===== src/rtl/thermo_pkg.sv =====
package thermo_pkg;
  typedef enum logic [1:0] {
    SEL_HIGH = 2'd0,
    SEL_LOW  = 2'd1,
    SEL_CFG  = 2'd2,
    SEL_NONE = 2'd3
  } wsel_e;

  typedef enum logic [1:0] {
    SQ_IDLE = 2'd0,
    SQ_HIGH = 2'd1,
    SQ_LOW  = 2'd2,
    SQ_DONE = 2'd3
  } seq_e;

  localparam int CRC_W = 8;
  localparam logic [CRC_W-1:0] CRC_POLY_REFL = 8'h8C;
endpackage


===== src/rtl/thermo_crc8.sv =====
module thermo_crc8
  import thermo_pkg::*;
#(
  parameter int NBYTES = 8,
  parameter int BYTE_W = 8
) (
  input  logic [NBYTES*BYTE_W-1:0] data,
  output logic [CRC_W-1:0]         crc
);
  localparam int NBITS = NBYTES * BYTE_W;

  // One bit-serial stage per input bit, fed LSB of byte 0 first.
  logic [CRC_W-1:0] chain [NBITS+1];
  assign chain[0] = '0;

  for (genvar g = 0; g < NBITS; g++) begin : g_stage
    logic fb;
    assign fb = chain[g][0] ^ data[g];
    assign chain[g+1] = {1'b0, chain[g][CRC_W-1:1]} ^ (fb ? CRC_POLY_REFL : '0);
  end

  assign crc = chain[NBITS];
endmodule


===== src/rtl/thermo_alarm.sv =====
module thermo_alarm #(
  parameter int BYTE_W = 8
) (
  input  logic              clk,
  input  logic              rst,
  input  logic              conv_done,
  input  logic [BYTE_W-1:0] t_int,
  input  logic [BYTE_W-1:0] th_high,
  input  logic [BYTE_W-1:0] th_low,
  output logic              alarm
);
  logic signed [BYTE_W-1:0] t_s, hi_s, lo_s;
  logic over, under;

  assign t_s   = $signed(t_int);
  assign hi_s  = $signed(th_high);
  assign lo_s  = $signed(th_low);
  assign over  = t_s > hi_s;
  assign under = t_s < lo_s;

  always_ff @(posedge clk) begin
    if (rst)            alarm <= 1'b0;
    else if (conv_done) alarm <= over | under;
  end

  p_alarm_high_r6: assert property (@(posedge clk) disable iff (rst)
    conv_done && ($signed(t_int) > $signed(th_high)) |=> alarm);
  p_alarm_inside_r7: assert property (@(posedge clk) disable iff (rst)
    conv_done && ($signed(t_int) <= $signed(th_high)) && ($signed(t_int) >= $signed(th_low))
    |=> !alarm);
  p_alarm_hold_r8: assert property (@(posedge clk) disable iff (rst)
    !conv_done |=> $stable(alarm));
endmodule


===== src/rtl/thermo_wrseq.sv =====
module thermo_wrseq
  import thermo_pkg::*;
(
  input  logic       clk,
  input  logic       rst,
  input  logic       clear,
  input  logic       hold,
  input  logic       wr_en,
  input  logic [1:0] wr_sel,
  output logic       complete
);
  seq_e st, st_nx;

  always_comb begin
    st_nx = st;
    if (clear) begin
      st_nx = SQ_IDLE;
    end else if (wr_en && !hold) begin
      case (wsel_e'(wr_sel))
        SEL_HIGH: st_nx = SQ_HIGH;
        SEL_LOW:  st_nx = (st == SQ_HIGH) ? SQ_LOW  : SQ_IDLE;
        SEL_CFG:  st_nx = (st == SQ_LOW)  ? SQ_DONE : SQ_IDLE;
        default:  st_nx = st;
      endcase
    end
  end

  always_ff @(posedge clk) begin
    if (rst) st <= SQ_IDLE;
    else     st <= st_nx;
  end

  assign complete = (st == SQ_DONE);

  p_done_after_cfg_r9: assert property (@(posedge clk) disable iff (rst)
    $rose(complete) |-> $past(wr_en && !hold && wr_sel == 2'd2));
  p_clear_drops_r11: assert property (@(posedge clk) disable iff (rst)
    clear |=> !complete);
endmodule


===== src/rtl/thermo_scratch.sv =====
module thermo_scratch
  import thermo_pkg::*;
#(
  parameter int BYTE_W   = 8,
  parameter int TEMP_W   = 2 * BYTE_W,
  parameter int FRAC_W   = 4,
  parameter int SP_BYTES = 8,
  parameter int FIRST_RSVD = 5,
  parameter logic [TEMP_W-1:0] TEMP_RST     = 16'h0550,
  parameter logic [BYTE_W-1:0] NV_HIGH_INIT = 8'h4B,
  parameter logic [BYTE_W-1:0] NV_LOW_INIT  = 8'h46,
  parameter logic [BYTE_W-1:0] NV_CFG_INIT  = 8'h7F,
  parameter logic [BYTE_W-1:0] RSVD_BYTE    = 8'hFF
) (
  input  logic                                clk,
  input  logic                                rst,
  input  logic                                bus_rst,
  input  logic                                conv_done,
  input  logic [TEMP_W-1:0]                   conv_temp,
  input  logic                                wr_en,
  input  logic [1:0]                          wr_sel,
  input  logic [BYTE_W-1:0]                   wr_data,
  input  logic                                copy_req,
  input  logic                                recall_req,
  input  logic [$clog2(SP_BYTES+1)-1:0]       rd_idx,
  output logic [BYTE_W-1:0]                   rd_data,
  output logic                                alarm,
  output logic                                wr_valid
);
  localparam int IDX_W = $clog2(SP_BYTES + 1);
  localparam int SEL_W = $clog2(SP_BYTES);
  localparam int INT_LO = FRAC_W;
  localparam int INT_HI = FRAC_W + BYTE_W - 1;
  localparam logic [IDX_W-1:0] CRC_IDX  = IDX_W'(SP_BYTES);
  localparam logic [IDX_W-1:0] RSVD_IDX = IDX_W'(FIRST_RSVD);

  // Volatile scratchpad state
  logic [TEMP_W-1:0] temp_q;
  logic [BYTE_W-1:0] sp_high, sp_low, sp_cfg;

  // Shadow non-volatile store: survives every reset, initial contents only
  logic [BYTE_W-1:0] nv_high = NV_HIGH_INIT;
  logic [BYTE_W-1:0] nv_low  = NV_LOW_INIT;
  logic [BYTE_W-1:0] nv_cfg  = NV_CFG_INIT;

  // Control decode
  logic do_copy, reload, seq_clear, wr_ok;
  assign do_copy   = copy_req && wr_valid && !recall_req;
  assign reload    = recall_req || (bus_rst && !wr_valid);
  assign seq_clear = recall_req || (bus_rst && !wr_valid) || (copy_req && wr_valid);
  assign wr_ok     = wr_en && !recall_req && !bus_rst;

  thermo_wrseq u_seq (
    .clk      (clk),
    .rst      (rst),
    .clear    (seq_clear),
    .hold     (bus_rst),
    .wr_en    (wr_en),
    .wr_sel   (wr_sel),
    .complete (wr_valid)
  );

  always_ff @(posedge clk) begin
    if (rst) begin
      temp_q  <= TEMP_RST;
      sp_high <= nv_high;
      sp_low  <= nv_low;
      sp_cfg  <= nv_cfg;
    end else begin
      if (conv_done) temp_q <= conv_temp;
      if (reload) begin
        sp_high <= nv_high;
        sp_low  <= nv_low;
        sp_cfg  <= nv_cfg;
      end else if (wr_ok) begin
        case (wsel_e'(wr_sel))
          SEL_HIGH: sp_high <= wr_data;
          SEL_LOW:  sp_low  <= wr_data;
          SEL_CFG:  sp_cfg  <= wr_data;
          default:  ;
        endcase
      end
    end
  end

  always_ff @(posedge clk) begin
    if (!rst && do_copy) begin
      nv_high <= sp_high;
      nv_low  <= sp_low;
      nv_cfg  <= sp_cfg;
    end
  end

  // Scratchpad byte view
  logic [BYTE_W-1:0] sp [SP_BYTES];
  logic [SP_BYTES*BYTE_W-1:0] sp_flat;
  logic [CRC_W-1:0] crc;

  assign sp[0] = temp_q[BYTE_W-1:0];
  assign sp[1] = temp_q[TEMP_W-1:BYTE_W];
  assign sp[2] = sp_high;
  assign sp[3] = sp_low;
  assign sp[4] = sp_cfg;
  for (genvar g = FIRST_RSVD; g < SP_BYTES; g++) begin : g_rsvd
    assign sp[g] = RSVD_BYTE;
  end
  for (genvar g = 0; g < SP_BYTES; g++) begin : g_flat
    assign sp_flat[g*BYTE_W +: BYTE_W] = sp[g];
  end

  thermo_crc8 #(.NBYTES(SP_BYTES), .BYTE_W(BYTE_W)) u_crc (
    .data (sp_flat),
    .crc  (crc)
  );

  thermo_alarm #(.BYTE_W(BYTE_W)) u_alarm (
    .clk       (clk),
    .rst       (rst),
    .conv_done (conv_done),
    .t_int     (conv_temp[INT_HI:INT_LO]),
    .th_high   (sp_high),
    .th_low    (sp_low),
    .alarm     (alarm)
  );

  // Registered read port; the data path carries no reset
  always_ff @(posedge clk) begin
    if (rd_idx < CRC_IDX)       rd_data <= sp[rd_idx[SEL_W-1:0]];
    else if (rd_idx == CRC_IDX) rd_data <= crc;
    else                        rd_data <= RSVD_BYTE;
  end

  p_rsvd_read_r3: assert property (@(posedge clk) disable iff (rst)
    (rd_idx >= RSVD_IDX && rd_idx < CRC_IDX) |=> rd_data == RSVD_BYTE);
  p_conv_load_r5: assert property (@(posedge clk) disable iff (rst)
    conv_done |=> temp_q == $past(conv_temp));
  p_copy_clears_r10: assert property (@(posedge clk) disable iff (rst)
    copy_req && wr_valid |=> !wr_valid);
  p_recall_r11: assert property (@(posedge clk) disable iff (rst)
    recall_req |=> {sp_high, sp_low, sp_cfg} == $past({nv_high, nv_low, nv_cfg}));
  p_bus_rst_keep_r12: assert property (@(posedge clk) disable iff (rst)
    bus_rst && wr_valid && !recall_req && !copy_req |=> wr_valid);
endmodule


===== config.mk =====
export PLATFORM = sky130hd
export DESIGN_NAME = thermo_scratch
export DESIGN_NICKNAME = d
export VERILOG_FILES = /design/src/rtl/thermo_pkg.sv /design/src/rtl/thermo_crc8.sv /design/src/rtl/thermo_alarm.sv /design/src/rtl/thermo_wrseq.sv /design/src/rtl/thermo_scratch.sv
export SDC_FILE = /design/constraint.sdc
export NUM_CORES = 1
export LEC_CHECK = 0
export BUFFER_PORTS_ARGS = -buffer_cell sky130_fd_sc_hd__buf_2
export CAP_MARGIN = 20
export CELL_PAD_IN_SITES_DETAIL_PLACEMENT = 1
export CELL_PAD_IN_SITES_GLOBAL_PLACEMENT = 2
export CORE_MARGIN = 3
export CORE_UTILIZATION = 44
export CTS_CLUSTER_DIAMETER = 120
export CTS_CLUSTER_SIZE = 8
export DETAILED_ROUTE_END_ITERATION = 6
export GPL_TIMING_DRIVEN = 0
export PLACE_DENSITY = 0.91
export SLEW_MARGIN = 10
export SYNTH_ARGS = -nofsm -noshare
export SYNTH_HDL_FRONTEND = slang
export SYNTH_SLANG_ARGS = --single-unit
export TNS_END_PERCENT = 5

===== constraint.sdc =====
create_clock -name clk -period 4.8 [get_ports clk]
set_input_delay 0.72 -clock clk [delete_from_list [all_inputs] [get_ports clk]]
set_output_delay 0.72 -clock clk [all_outputs]
set_load 0.02 [all_outputs]

==> results by group, run 1 <==
Synthesis
  – Synth Net Count: 452
  – Yosys synthesis warning count: 0
  – Synth area leaders: edfxtp_1 (31%), dfxtp_1 (11%), xnor2_1 (7.8%)
  – Avg Inst Size Synth: 11.9 µm²
  – Synthesis-stage register bit count: 75
  – Synth area leader: edfxtp_1
  – Cells after synthesis: 396
  – Seq/Total Area, Yosys: 42.1%
  – Mapped cell area: 4710 µm²
  – Post-synth top area share: 30.6%
  – Synth unique cells: 44

STA
  – Final hold violation count: 0
  – Setup tns final: 0 ns
  – Final Skew: 0.0148 ns
  – Tmin final: 3.64 ns
  – Worst-margin pin slew: 0.695 ns
  – Final cycle utilization of the critical path: 75.9%
  – Max_slew headroom: 53.7%
  – RSZ-0062 raised after global routing: no
  – Final Setup Violations: 0
  – Max Clock Freq: 0.274 GHz
  – Pins over their slew limit: 0

Global routing
  – Gr busiest metal: met2
  – Met3 Track Usage GR: 3.35%
  – Initial antenna violation count: 0
  – GRT overflow: 0
  – Total GRT Usage: 21.3%
  – GRT met2 Usage: 37.8%
  – Number of global-route vias before repair: 3,307
  – Met1 usage in global routing: 27.0%
  – First-pass GRT wire length: 18.5 mm
  – Largest net degree at the start of global routing: 15

Clock network
  – Root Driver: clkbuf_8
  – Latest clock arrival within the worst-skew pair: 0.36 ns
  – Clock Path Buffers: 2
  – Hold-fix buffers, CTS: 0
  – CTS tree: done
  – Clock transition at path regs: 0.09 ns
  – Num CTS Buffers: 9
  – CTS H-tree depth: 3
  – Postcts setup bufs: 0
  – Clock Sinks: 75
  – CTS resizes: 0

Routing
  – WL final: 11.8 mm
  – Final antenna-violating net count: 0
  – DR WL/cell: 19.9 µm
  – Drt pass-1 iters: 4
  – Initial drt markers: 176
  – # DRC: 0
  – Vias per inst: 5.15
  – Vias: 3,061

Floorplan
  – IO Pins: 47
  – Core region area: 10,400 µm²
  – Starting density of the core: 45.4%
  – Vert. Die Dim: 109 µm
  – Die Width: 109 µm
  – Row cnt: 37
  – Full die area: 12,000 µm²

Critical path
  – CP required: 5.06 ns
  – Crit path max fanout: 4
  – Crit start category: register
  – CP arrival: 3.91 ns
  – CP Class: reg -> reg
  – CP endpoint kind: register

Finish
  – Diode count: 0
  – Nets: 509
  – Utilization after layout: 51.6%
  – Area grow syn2layout: 13.6%
  – Ratio of cells with drive above 1 in the final layout: 21.0%

Run
  – Max cap viols: 0

Outcome
  – Status: finished, final reports clean

Power
  – Worst VDD drop: 0.00137 V
  – PwrDens: 887 nW/µm²
  – Leak: 2.36 nW

Placed design
  – Hpwl dp: 9.28 mm
  – Port Buffers: 44
  – Gpl congestion: 0.829

Hold path
  – Hold WC Path Type: reg -> reg
## power by group
part | internal [mW] | total (mW) | switching (mW)
clock network | 0.296 | 0.553 | 0.257
registers | 0.731 | 0.770 | 0.0387
logic | 1.81 | 3.42 | 1.61
total | 2.84 | 4.74 | 1.91
## layout by cell type, fill, tap and decap left out, types with 3 or more instances in the layout
cell / netlist / routed
nand2_1: 66 / 66
a211o_1: 5 / 5
xnor3_2: 8 / 8
xor2_2: 5 / 5
inv_1: 20 / 20
xor2_1: 11 / 11
xnor3_4: 3 / 3
nor2_1: 30 / 30
buf_2: 0 / 44
xnor3_1: 13 / 13
mux4_2: 6 / 6
o21ai_0: 7 / 7
clkbuf_8: 0 / 9
edfxtp_1: 48 / 48
o22a_1: 4 / 4
clkbuf_1: 10 / 10
mux2i_1: 12 / 12
nor2b_1: 7 / 7
xnor2_2: 7 / 7
ha_1: 19 / 19
dfxtp_1: 27 / 27
xnor2_1: 42 / 42
a21oi_1: 14 / 14
## Yosys cell counts (all sizes together)
master and n:
a31oi 1, o22ai 2, nand3b 2, nand3 2
o21ai 8, buf 2, o221ai 1, o21a 1
and3b 1, nand2 66, nor2 30, or3 1
nor2b 7, dfxtp 27, mux2i 12, xnor3 24
o31ai 2, xor2 17, inv 20, or2 1
a311oi 1, edfxtp 48, a21boi 1, a21oi 14
o22a 4, nor3 2, a211oi 1, clkbuf 11
ha 19, a211o 5, nand2b 2, a21o 1
xnor2 51, mux4 8, nand4 1
## worst max-delay path, cell delays in order (launching register included)
cell and delay (ns):
dfxtp_1 0.46, xnor3_2 0.51, xor2_2 0.25, xnor3_1 0.44
xnor3_2 0.52, xnor2_2 0.25, xnor3_2 0.45, xnor2_1 0.17
xnor2_1 0.14, o22a_1 0.19, o22a_1 0.17
## metrics by stage
step | hold WS (ns) | area [µm²] | power [mW] | std cells | worst slack (ns)
4_1_cts | 0.491 | 5350 | 4.80 | 594 | 1.11
3_3_place_gp | 0.470 | 5100 | 4.15 | 576 | 0.607
2_1_floorplan | 0.451 | 4710 | 3.75 | 396 | 1.59
3_5_place_dp | 0.477 | 5120 | 4.23 | 578 | 1.12
5_1_grt | 0.542 | 5350 | 5.02 | 594 | 0.990
6_report | 0.484 | 5350 | 4.74 | 594 | 1.16
## cell families (layout without fill, tap and decap cells)
family	count (synthesis)	in the layout	synth area share [%]
simple gates	115	115	10.2
flops	75	75	42.1
mux	20	20	6.54
fa+ha+maj	19	19	5.05
compound gates	42	42	5.74
xor+xnor	92	92	27.7
buf+inv	33	95	2.66
## registers in the layout (all words and copies together) (netlist names)
name,count
temp_q,16
nv_cfg,8
nv_high,8
nv_low,8
rd_data,8
sp_cfg,8
sp_high,8
sp_low,8
u_seq.st,2
u_alarm.alarm,1
## final timing paths
| path | slack (ns) | depth (start not counted) | from | endpoint |
|---|---|---|---|---|
| worst max-delay path | 1.16 | 10 | temp_q[11] | rd_data[0] |
| worst min-delay path | 0.48 | 2 | u_alarm.alarm | u_alarm.alarm |
| worst max register to register | 1.16 | 10 | temp_q[11] | rd_data[0] |
| worst min register to register | 0.48 | 2 | u_alarm.alarm | u_alarm.alarm |
## routing by layer
metal,vias to the layer above,routed length [µm]
li1,1476,-
met1,1519,5010
met2,49,6190
met3,17,417
met4,0,175
met5,-,0
## area by class of cell
cell class,count,area [µm²]
clock buffer,9,124
clock inverter,7,98.8
buffer,13,50.0
multi-input combinational,288,2600
fill,1149,5020
inverter,20,75.1
timing repair buffer,46,243
sequential,75,1980
tap,136,170
No activity file was read; power rests on OpenSTA's default activity.
==> run 2: changes to the inputs <==
--- a/config.mk
+++ b/config.mk
@@ -5,17 +5,18 @@
 export SDC_FILE = /design/constraint.sdc
 export NUM_CORES = 1
 export LEC_CHECK = 0
+export ABC_AREA = 1
 export BUFFER_PORTS_ARGS = -buffer_cell sky130_fd_sc_hd__buf_2
 export CAP_MARGIN = 20
 export CELL_PAD_IN_SITES_DETAIL_PLACEMENT = 1
 export CELL_PAD_IN_SITES_GLOBAL_PLACEMENT = 2
 export CORE_MARGIN = 3
-export CORE_UTILIZATION = 44
+export CORE_UTILIZATION = 31
 export CTS_CLUSTER_DIAMETER = 120
 export CTS_CLUSTER_SIZE = 8
 export DETAILED_ROUTE_END_ITERATION = 6
 export GPL_TIMING_DRIVEN = 0
-export PLACE_DENSITY = 0.91
+export PLACE_DENSITY = 0.81
 export SLEW_MARGIN = 10
 export SYNTH_ARGS = -nofsm -noshare
 export SYNTH_HDL_FRONTEND = slang
==> constraint.sdc (replaced) <==
create_clock -name clk -period 3.05 [get_ports clk]
set_input_delay 0.4575 -clock clk [delete_from_list [all_inputs] [get_ports clk]]
set_output_delay 0.4575 -clock clk [all_outputs]
set_load 0.02 [all_outputs]
==> results by group, run 2 <==
Clock network
  – Clock Path Buffers: 2
  – Latest clock arrival within the worst-skew pair: 0.35 ns
  – CTS tree: done
  – Root Driver: clkbuf_16
  – Clock transition at path regs: 0.07 ns
  – CTS H-tree depth: 3
  – Clock Sinks: 75
  – Num CTS Buffers: 9

Critical path
  – CP required: 3.29 ns
  – CP top delay family: simple AND/OR/NAND/NOR gates
  – Crit path max fanout: 6
  – Worst Path Buf+Inv: 6
  – CP Class: reg -> reg
  – Crit start category: register
  – CP arrival: 5.18 ns
  – CP endpoint kind: register
  – Worst path slowest cell: dfxtp_4
  – CP Depth: 45
  – CP peak stage delay: 0.36 ns
  – CP most frequent cell: nand2_1
  – FF-to-FF path depth: 45

Routing
  – # DRC: 0
  – WL final: 20.5 mm
  – Final antenna-violating net count: 0
  – Vias: 6,139
  – Drt pass-1 iters: 4
  – Vias per inst: 4.95
  – Initial drt markers: 288
  – DR WL/cell: 16.6 µm

Synthesis
  – Avg Inst Size Synth: 6.97 µm²
  – Count leader, synth: nand2_1
  – Cells after synthesis: 869
  – Asr flop ratio synth: 0%
  – Post-synthesis simple-gate area fraction: 42.4%
  – Post-synth EDFFs: 48
  – Post-synthesis compound-gate area fraction: 7.93%
  – Yosys synthesis warning count: 0
  – Synth Net Count: 925
  – Synth unique cells: 38
  – Synth area leader: edfxtp_1
  – Commonest register cell after synthesis: edfxtp_1
  – Adder-cell share of the synthesized area: 3.92%
  – Synth area leaders: edfxtp_1 (24%), nand2_1 (17%), nand3_1 (10%)
  – Mux cell area share after synthesis: 0%
  – Post-synth top area share: 23.8%
  – Synth top cells by count: nand2_1 (279), nand3_1 (121), inv_1 (86), nand2_2 (58), edfxtp_1 (48)
  – Main combinational cell family by area after synthesis: simple AND/OR/NAND/NOR gates
  – Mapped cell area: 6060 µm²
  – Post-Synth XOR/XNOR Area: 5.43%
  – Seq/Total Area, Yosys: 32.7%
  – Synthesis-stage register bit count: 75

Outcome
  – Failing checks: negative setup slack
  – Status: finished with violations

STA
  – Final cycle utilization of the critical path: 162%
  – Max_slew headroom: 49.1%
  – Final Setup Violations: 8
  – Max Clock Freq: 0.202 GHz
  – Worst Setup Slack, final: -1.89 ns
  – Pins over their slew limit: 0
  – Final hold slack: 0.332 ns
  – Setup tns final: -14.51 ns
  – Worst-margin pin slew: 0.756 ns
  – RSZ-0062 raised after global routing: yes
  – Tmin final: 4.94 ns
  – Final hold violation count: 0
  – Final Skew: 0.00775 ns

Finish
  – Largest register FFs: 16
  – Top reg by flops: temp_q
  – Commonest non-fill, non-tap cells in the layout: nand2_1 (199), nand2_2 (89), inv_1 (78), nand3_1 (74), nand2_4 (56)
  – Reg area: 2010 µm²
  – Diode count: 0
  – Multi-input gate area: 4700 µm²
  – Fillers: 2,318
  – Commonest non-fill, non-tap cell in the layout: nand2_1
  – Ratio of cells with drive above 1 in the final layout: 39.1%
  – Nets: 1,031
  – Area grow syn2layout: 39.4%

Floorplan
  – Full die area: 21,300 µm²
  – Die Width: 146 µm
  – Vert. Die Dim: 146 µm
  – Starting density of the core: 32.0%
  – Row cnt: 50
  – IO Pins: 47
  – Core region area: 19,000 µm²

Placed design
  – Port Buffers: 44
  – Gpl congestion: 0.825
  – Hpwl dp: 15.5 mm

Hold path
  – Cell depth of the worst min-delay path: 3
  – Hold WC Path Type: in -> reg

Global routing
  – GRT overflow: 0
  – Largest net degree at the start of global routing: 16
  – First-pass GRT wire length: 32.3 mm
  – Number of global-route vias before repair: 6,106
  – Initial antenna violation count: 0
  – Total GRT Usage: 18.9%

Run
  – Max cap viols: 0
run 2: cell count changes in the layout (fill, tap and decap cells not counted), sizes merged, moves of 6 or more:
cell    previous run  this run
o21ai              8        36
mux2i             12         0
mux4               8         0
a21oi             14        24
buf               48        96
nand3b             2         8
xnor3             24         1
inv               22       114
nor2b              7         0
nand2             66       349
xor2              17        27
nand3              2       141
xnor2             51         8
run 2: final cells by class:
type	instances	share of cell area, %
buffer	11	0.489
multi-input combinational	672	55.6
sequential	75	23.8
clock buffer	9	2.67
clock inverter	7	0.993
inverter	111	5.20
timing repair buffer	95	7.39
tap	260	3.85
run 2: path summary, 6_finish.rpt:
kind / slack [ns] / to / from
worst max-delay path: -1.89 / rd_data[6] / temp_q[1]
worst min-delay path: 0.33 / temp_q[14] / conv_temp[14]
worst max register to register: -1.89 / rd_data[6] / temp_q[1]
worst min register to register: 0.46 / nv_high[4] / sp_high[4]
run 2: logic make-up after synthesis:
| kind of cell | Yosys count |
|---|---|
| AND/OR/NAND/NOR | 535 |
| flip-flops | 75 |
| AO/OA/AOI/OAI | 82 |
| XOR/XNOR | 36 |
| buffers and inverters | 122 |
| adder cells (fa/ha/maj) | 19 |
run 2: per-layer routing:
layer	part of all wire, %	global-route usage [%]	vias to the layer above
met4	1.4	3.51	0
met3	3.4	2.65	25
met1	46	26.4	2964
met2	49	31.5	82
li1	-	-	3068
met5	0	0	-
run 2: metrics by stage:
stage / std cells / util [%] / cell area [µm²] / setup slack [ns]
6_report: 1240 / 44.5 / 8440 / -1.89
3_3_place_gp: 1173 / 35.0 / 6640 / -2.04
4_1_cts: 1217 / 40.3 / 7640 / -1.82
5_1_grt: 1240 / 44.5 / 8440 / -2.32
3_5_place_dp: 1176 / 35.2 / 6670 / -2.11
2_1_floorplan: 869 / - / 6100 / -1.08
run 2: what timing repair did:
action | 4_1_cts | 5_1_grt
resized for setup | 111 | 136
endpoints found under the hold margin | 0 | 0
pin swaps | 47 | 72
setup endpoints to repair | 8 | 8
hold buffers | 0 | 0
buffers inserted | 25 | 23
run 2: worst reg2reg max path: cells and delay by family, from the launching register on:
kind	cells	cell delay, ns
DFF	1	0.36
and+or+nand+nor	37	3.45
buffers and inverters	6	0.67
xor gates and xnor gates	2	0.35
Power of run 2 is left out: the tool's default activity adds up to more than one toggle a clock period on the data nets, which glitch-free logic cannot reach.
